[src/rtl/ncc_pkg.sv]
package ncc_pkg;

    localparam int NSRC   = 3;
    localparam int WAIT_W = 16;
    localparam int SEL_W  = 2;
    localparam int OSC_W  = 2;
    localparam int CRC_W  = 64;
    localparam int OSCV_W = NSRC * OSC_W;

    // Generator polynomial without its implicit top term
    localparam logic [CRC_W-1:0] CRC_POLY =
        (64'd1 << 61) | (64'd1 << 57) | (64'd1 << 56) | (64'd1 << 52) |
        (64'd1 << 51) | (64'd1 << 50) | (64'd1 << 48) | (64'd1 << 47) |
        (64'd1 << 46) | (64'd1 << 43) | (64'd1 << 42) | (64'd1 << 41) |
        (64'd1 << 39) | (64'd1 << 38) | (64'd1 << 37) | (64'd1 << 35) |
        (64'd1 << 32) | (64'd1 << 28) | (64'd1 << 25) | (64'd1 << 22) |
        (64'd1 << 21) | (64'd1 << 17) | (64'd1 << 15) | (64'd1 << 13) |
        (64'd1 << 12) | (64'd1 << 11) | (64'd1 << 7)  | (64'd1 << 5)  |
        (64'd1 << 1)  | 64'd1;

    typedef struct packed {
        logic [NSRC-1:0]   en;
        logic [OSC_W-1:0]  osc;
        logic [SEL_W-1:0]  sel;
        logic              mode;
        logic [WAIT_W-1:0] wait_len;
    } ctrl_t;

    localparam int CTRL_W = $bits(ctrl_t);

    function automatic logic [CRC_W-1:0] crc_step(input logic [CRC_W-1:0] s,
                                                  input logic b);
        logic [CRC_W-1:0] sh;
        sh = {s[CRC_W-2:0], 1'b0};
        return (s[CRC_W-1] ^ b) ? (sh ^ CRC_POLY) : sh;
    endfunction

endpackage

[src/rtl/ncc_cfg.sv]
module ncc_cfg
    import ncc_pkg::*;
#(
    parameter int RST_WAIT = 64
) (
    input  logic              clk,
    input  logic              rst,
    input  logic              cfg_we,
    input  logic [CTRL_W-1:0] cfg_wdata,
    output ctrl_t             ctrl_q,
    output logic [OSCV_W-1:0] osc_q
);
    ctrl_t wr;
    assign wr = ctrl_t'(cfg_wdata);

    always_ff @(posedge clk) begin
        if (rst) begin
            ctrl_q.en       <= '1;
            ctrl_q.osc      <= '0;
            ctrl_q.sel      <= '0;
            ctrl_q.mode     <= 1'b1;
            ctrl_q.wait_len <= WAIT_W'(RST_WAIT);
        end else if (cfg_we) begin
            ctrl_q <= wr;
        end
    end

    for (genvar k = 0; k < NSRC; k++) begin : g_osc
        always_ff @(posedge clk) begin
            if (rst)
                osc_q[k*OSC_W +: OSC_W] <= '0;
            else if (cfg_we && (wr.en == NSRC'(1 << k)))
                osc_q[k*OSC_W +: OSC_W] <= wr.osc;
        end
    end

    AST_OSC_HOLD: assert property (@(posedge clk) disable iff (rst)
        (cfg_we && ($countones(wr.en) != 1)) |=> $stable(osc_q));

endmodule

[src/rtl/ncc_mixer.sv]
module ncc_mixer
    import ncc_pkg::*;
(
    input  logic             clk,
    input  logic             rst,
    input  logic [NSRC-1:0]  src_bits,
    input  logic [NSRC-1:0]  en,
    input  logic [SEL_W-1:0] sel,
    output logic             feed
);
    logic [NSRC-1:0]  gated;
    logic [SEL_W-1:0] idx;

    always_comb begin
        gated = src_bits & en;
        idx   = sel - SEL_W'(1);
        if (sel == '0)
            feed = ^gated;
        else if (int'(idx) < NSRC)
            feed = gated[idx];
        else
            feed = 1'b0;
    end

    AST_NONE_ENABLED: assert property (@(posedge clk) disable iff (rst)
        (en == '0) |-> !feed);

endmodule

[src/rtl/ncc_crc.sv]
module ncc_crc
    import ncc_pkg::*;
(
    input  logic             clk,
    input  logic             rst,
    input  logic             feed,
    output logic [CRC_W-1:0] crc_q
);
    always_ff @(posedge clk) begin
        if (rst) crc_q <= '0;
        else     crc_q <= crc_step(crc_q, feed);
    end

    AST_LSB_FROM_FEEDBACK: assert property (@(posedge clk) disable iff (rst)
        !(crc_q[CRC_W-1] ^ feed) |=> (crc_q[0] == 1'b0));

endmodule

[src/rtl/ncc_interlock.sv]
module ncc_interlock
    import ncc_pkg::*;
(
    input  logic              clk,
    input  logic              rst,
    input  logic              mode,
    input  logic [WAIT_W-1:0] wait_len,
    input  logic              rd_req,
    input  logic [CRC_W-1:0]  crc,
    output logic              rd_valid,
    output logic [CRC_W-1:0]  rd_data
);
    logic [WAIT_W-1:0] cnt;
    logic              grant;

    assign grant = rd_req && !rd_valid && (!mode || (cnt >= wait_len));

    always_ff @(posedge clk) begin
        if (rst) begin
            cnt      <= '0;
            rd_valid <= 1'b0;
            rd_data  <= '0;
        end else begin
            rd_valid <= grant;
            if (grant) begin
                cnt     <= '0;
                rd_data <= crc;
            end else if (cnt != '1) begin
                cnt <= cnt + WAIT_W'(1);
            end
        end
    end

    AST_HOLDOFF: assert property (@(posedge clk) disable iff (rst)
        (mode && (cnt < wait_len)) |=> !rd_valid);
    AST_RESTART: assert property (@(posedge clk) disable iff (rst)
        rd_valid |=> (cnt == WAIT_W'(1)));
    AST_PULSE: assert property (@(posedge clk) disable iff (rst)
        rd_valid |=> !rd_valid);

endmodule

[src/rtl/noise_crc_conditioner.sv]
module noise_crc_conditioner
    import ncc_pkg::*;
#(
    parameter int RST_WAIT = 64
) (
    input  logic              clk,
    input  logic              rst,
    input  logic [NSRC-1:0]   src_bits,
    input  logic              cfg_we,
    input  logic [CTRL_W-1:0] cfg_wdata,
    input  logic              rd_req,
    output logic              rd_valid,
    output logic [CRC_W-1:0]  rd_data,
    output logic [OSCV_W-1:0] osc_sel
);
    ctrl_t            ctrl;
    logic             feed;
    logic [CRC_W-1:0] crc;

    ncc_cfg #(.RST_WAIT(RST_WAIT)) u_cfg (
        .clk(clk), .rst(rst), .cfg_we(cfg_we), .cfg_wdata(cfg_wdata),
        .ctrl_q(ctrl), .osc_q(osc_sel)
    );

    ncc_mixer u_mix (
        .clk(clk), .rst(rst), .src_bits(src_bits), .en(ctrl.en),
        .sel(ctrl.sel), .feed(feed)
    );

    ncc_crc u_crc (
        .clk(clk), .rst(rst), .feed(feed), .crc_q(crc)
    );

    ncc_interlock u_ilk (
        .clk(clk), .rst(rst), .mode(ctrl.mode), .wait_len(ctrl.wait_len),
        .rd_req(rd_req), .crc(crc), .rd_valid(rd_valid), .rd_data(rd_data)
    );

    AST_OSC_AFTER_RESET: assert property (@(posedge clk)
        $fell(rst) |-> (osc_sel == '0 && !rd_valid));

endmodule

[config.mk]
export PLATFORM = sky130hd
export DESIGN_NAME = noise_crc_conditioner
export DESIGN_NICKNAME = d
export VERILOG_FILES = /design/src/rtl/ncc_pkg.sv /design/src/rtl/ncc_cfg.sv /design/src/rtl/ncc_mixer.sv /design/src/rtl/ncc_crc.sv /design/src/rtl/ncc_interlock.sv /design/src/rtl/noise_crc_conditioner.sv
export SDC_FILE = /design/constraint.sdc
export NUM_CORES = 1
export LEC_CHECK = 0
export ABC_CLOCK_PERIOD_IN_PS = 7100
export BUFFER_PORTS_ARGS = -buffer_cell sky130_fd_sc_hd__buf_4
export CAP_MARGIN = 10
export CORE_UTILIZATION = 50
export DETAILED_ROUTE_END_ITERATION = 6
export PLACE_DENSITY = 0.72
export SKIP_CTS_REPAIR_TIMING = 1
export SYNTH_ARGS = -nofsm -noshare
export SYNTH_HDL_FRONTEND = slang
export SYNTH_SLANG_ARGS = --single-unit
[constraint.sdc]
create_clock -name clk -period 7.1 [get_ports clk]
set_clock_uncertainty 0.2 [all_clocks]
set_input_delay 0.71 -clock clk [delete_from_list [all_inputs] [get_ports clk]]
set_output_delay 0.71 -clock clk [all_outputs]
set_load 0.05 [all_outputs]
==> run summary <==
Status: complete, no violations
Routed wire length: 14180 um
Share of layout cells above drive strength 1: 0.2247
Antenna Nets Post-Route: 0
RR Endpoint: u_ilk.rd_data[8]$_SDFFE_PP0P_
Fmax: 0.2839 GHz
Arr. time, crit path: 3590 ps
R2R Path Start: u_ilk.cnt[10]$_SDFFE_PP0P_
Clk buf depth: 2
Prevailing post-synth register cell: dfxtp_1
Yosys top cell area share: 0.5163
Pwr Density: 274.7 nW/um^2
Vias in the first global route: 4873
Setup-failing EPs final: 0
Clock Tree Root: clkbuf_16
TNS Setup: 0 ps
Most common cell after layout, fill and taps aside: dfxtp_1
Mapped Nets: 733
Sink Count: 173
Initial DRC count: 365
Synth cell types: 44
Area grow syn2layout: 19.85%
Startpoint Class: flip-flop
Hold_sp: u_crc.crc_q[23]$_SDFF_PP0_
Post-Synthesis Cells: 684
Syn Area/Cell: 9.807 sq um
Grt total ovfl: 0
Nets@finish: 807
EDFF count, synth: 0
Delay-heaviest family, CP: buffers and inverters
CTS tree: done
Crit. End Element: flip-flop
Layout fillers: 1093
Final Cycle Share: 0.4962
DIE HEIGHT: 117.8 um
Total number of vias: 5037
H-tree levels: 4
RSZ-0062 raised after global routing: no
Hold endpoint: u_crc.crc_q[24]$_SDFF_PP0_
Hold Crit Depth: 1
Core Area: 12820 sq um
FF-to-FF setup slack: 3580 ps
Crit path buffers/inverters: 2
DRC viols: 0
Worst-Skew Late Latency: 420 ps
Fin crit period: 3523 ps
Die Span X: 117.8 um
Largest net degree at the start of global routing: 83
Commonest non-fill, non-tap cells in the layout: 173 x dfxtp_1, 107 x buf_4, 73 x o21ai_0
Largest cells by area after synthesis: dfxtp_1 52%, o21ai_0 5.4%, xnor2_1 5.0%
Max stage delay on crit path: 580 ps
First-pass GRT wire length: 23830 um
R2R depth: 9
Worst Tran Pin Value: 1111 ps
Total CTS buffers: 17
Share of the yosys chip area belonging to registers: 0.5163
Core Rows: 41
Final hold vios: 0
Crit-path cells: ha_1, nand2_1, o21ai_0, nand2b_1, a41oi_4, buf_4, or2_2, buf_4, o21ai_0
RePlAce Congestion: 0.8213
Synth Register Bits: 173
Crit path required time: 7170 ps
CP Class: reg -> reg
Worst rel slew slack: 0.2575
Worst Hold Class: reg -> reg
Max Cap Viol: 0
Via-per-instance ratio: 5.347
CP max FO: 65
Ys async rst share: 0
Hpwl dp: 9028 um
ANT cells: 0
Synth warn: 0
Initial antenna violation count: 0
Worst Hold Slack: 261.2 ps
Post-synth top area cell: dfxtp_1
Total GRT Usage: 0.2121
Pleak: 3.215 nW
DR WL/cell: 15.05 um
Die area: 13880 sq um
CTS clk-pin slew, worst paths: 70 ps
Slowest cell on the critical path: buf_4
Synthesized area: 6708 sq um
Final core occ: 0.6268
Worst VDD drop: 0.0001741 V
Io pins: 102
DR pass1 iterations: 7
Fin. max-slew vios: 0
Port Buffers: 101
Initial Utilization: 0.5230
[per-layer routing]
layer	global-route usage	share of wire	wire length, um	up-vias
met3	0.05039	0.042	592	18
met4	0.08494	0.017	242	0
met1	0.2811	0.48	6794	2401
li1	-	-	-	2492
met5	0	0	0	-
met2	0.3320	0.46	6546	126
[metrics by stage]
step | area, sq um | setup slack, ps | power, mW | std cells
finish | 8039 | 3577 | 2.208 | 942
global route | 8039 | 3328 | 2.304 | 942
CTS | 8039 | 3609 | 2.228 | 942
detailed placement | 7486 | 3631 | 1.359 | 911
global placement | 7486 | 3725 | 1.351 | 911
floorplan | 6708 | 4749 | 1.301 | 684
[how the worst max path moves through the flow]
| stage | endpoint | from | slack (ps) | cells after the start |
|---|---|---|---|---|
| after global placement | u_ilk.rd_data[22]$_SDFFE_PP0P_ | u_ilk.cnt[11]$_SDFFE_PP0P_ | 3730 | 9 |
| after CTS | u_ilk.rd_data[3]$_SDFFE_PP0P_ | u_ilk.cnt[10]$_SDFFE_PP0P_ | 3610 | 9 |
| after floorplan | u_ilk.rd_data[45]$_SDFFE_PP0P_ | u_ilk.cnt[0]$_SDFFE_PP0P_ | 4750 | 10 |
| after global routing | u_ilk.rd_data[7]$_SDFFE_PP0P_ | u_cfg.ctrl_q[3]$_SDFFE_PP0P_ | 3330 | 10 |
| after detailed placement | u_ilk.rd_data[7]$_SDFFE_PP0P_ | u_ilk.cnt[10]$_SDFFE_PP0P_ | 3630 | 9 |
| final | u_ilk.rd_data[8]$_SDFFE_PP0P_ | u_ilk.cnt[10]$_SDFFE_PP0P_ | 3580 | 9 |
[power by group]
group / leakage [nW] / internal, mW / total [mW] / switching, mW
Sequential: 1.41 / 1.04 / 1.08 / 0.0341
Clock: 0.264 / 0.502 / 0.869 / 0.367
Combinational: 1.54 / 0.112 / 0.261 / 0.149
[final cells by class]
type	count	area, sq um	share of cell area
Tap cell	172	215.2	0.02677
Timing Repair Buffer	107	803.3	0.09992
Inverter	21	78.83	0.009805
Clock buffer	23	467.9	0.05821
Clock inverter	8	85.08	0.01058
Multi-Input combinational cell	438	2925	0.3639
Sequential cell	173	3463	0.4308
[worst register-to-register path: cells and delay by family, from the launching register on]
family,cells,cell delay [ps]
fa+ha+maj,1,340
compound gates,3,620
simple gates,3,710
flops,1,390
buf+inv,2,1110
[flip-flops by register name (all words and copies together), names as in the netlist]
signal and count:
u_ilk.cnt 16, u_crc.crc_q 64, u_cfg.ctrl_q 22, u_ilk.rd_valid 1, u_ilk.rd_data 64, u_cfg.osc_q 6
[logic make-up after synthesis]
| group | share of synthesized area |
|---|---|
| mux | 0.04477 |
| buf+inv | 0.05129 |
| simple gates | 0.1925 |
| fa+ha+maj | 0.03358 |
| flops | 0.5163 |
| compound gates | 0.1073 |
| xor+xnor | 0.05428 |
[cells in the mapped netlist, drive strengths merged (2+ instances only)]
cell type,instances
nor4,4
buf,20
nand3,6
nor4b,33
mux2i,30
nor2,59
nand4,5
and4,2
ha,18
nor3,20
nor2b,35
a31o,29
nand2b,5
nor4bb,3
clkbuf,32
and3,3
o21ai,75
a21oi,9
xnor2,38
dfxtp,173
nand2,51
inv,21
o211ai,2
Note: power is estimated with default switching activity, not from simulation.
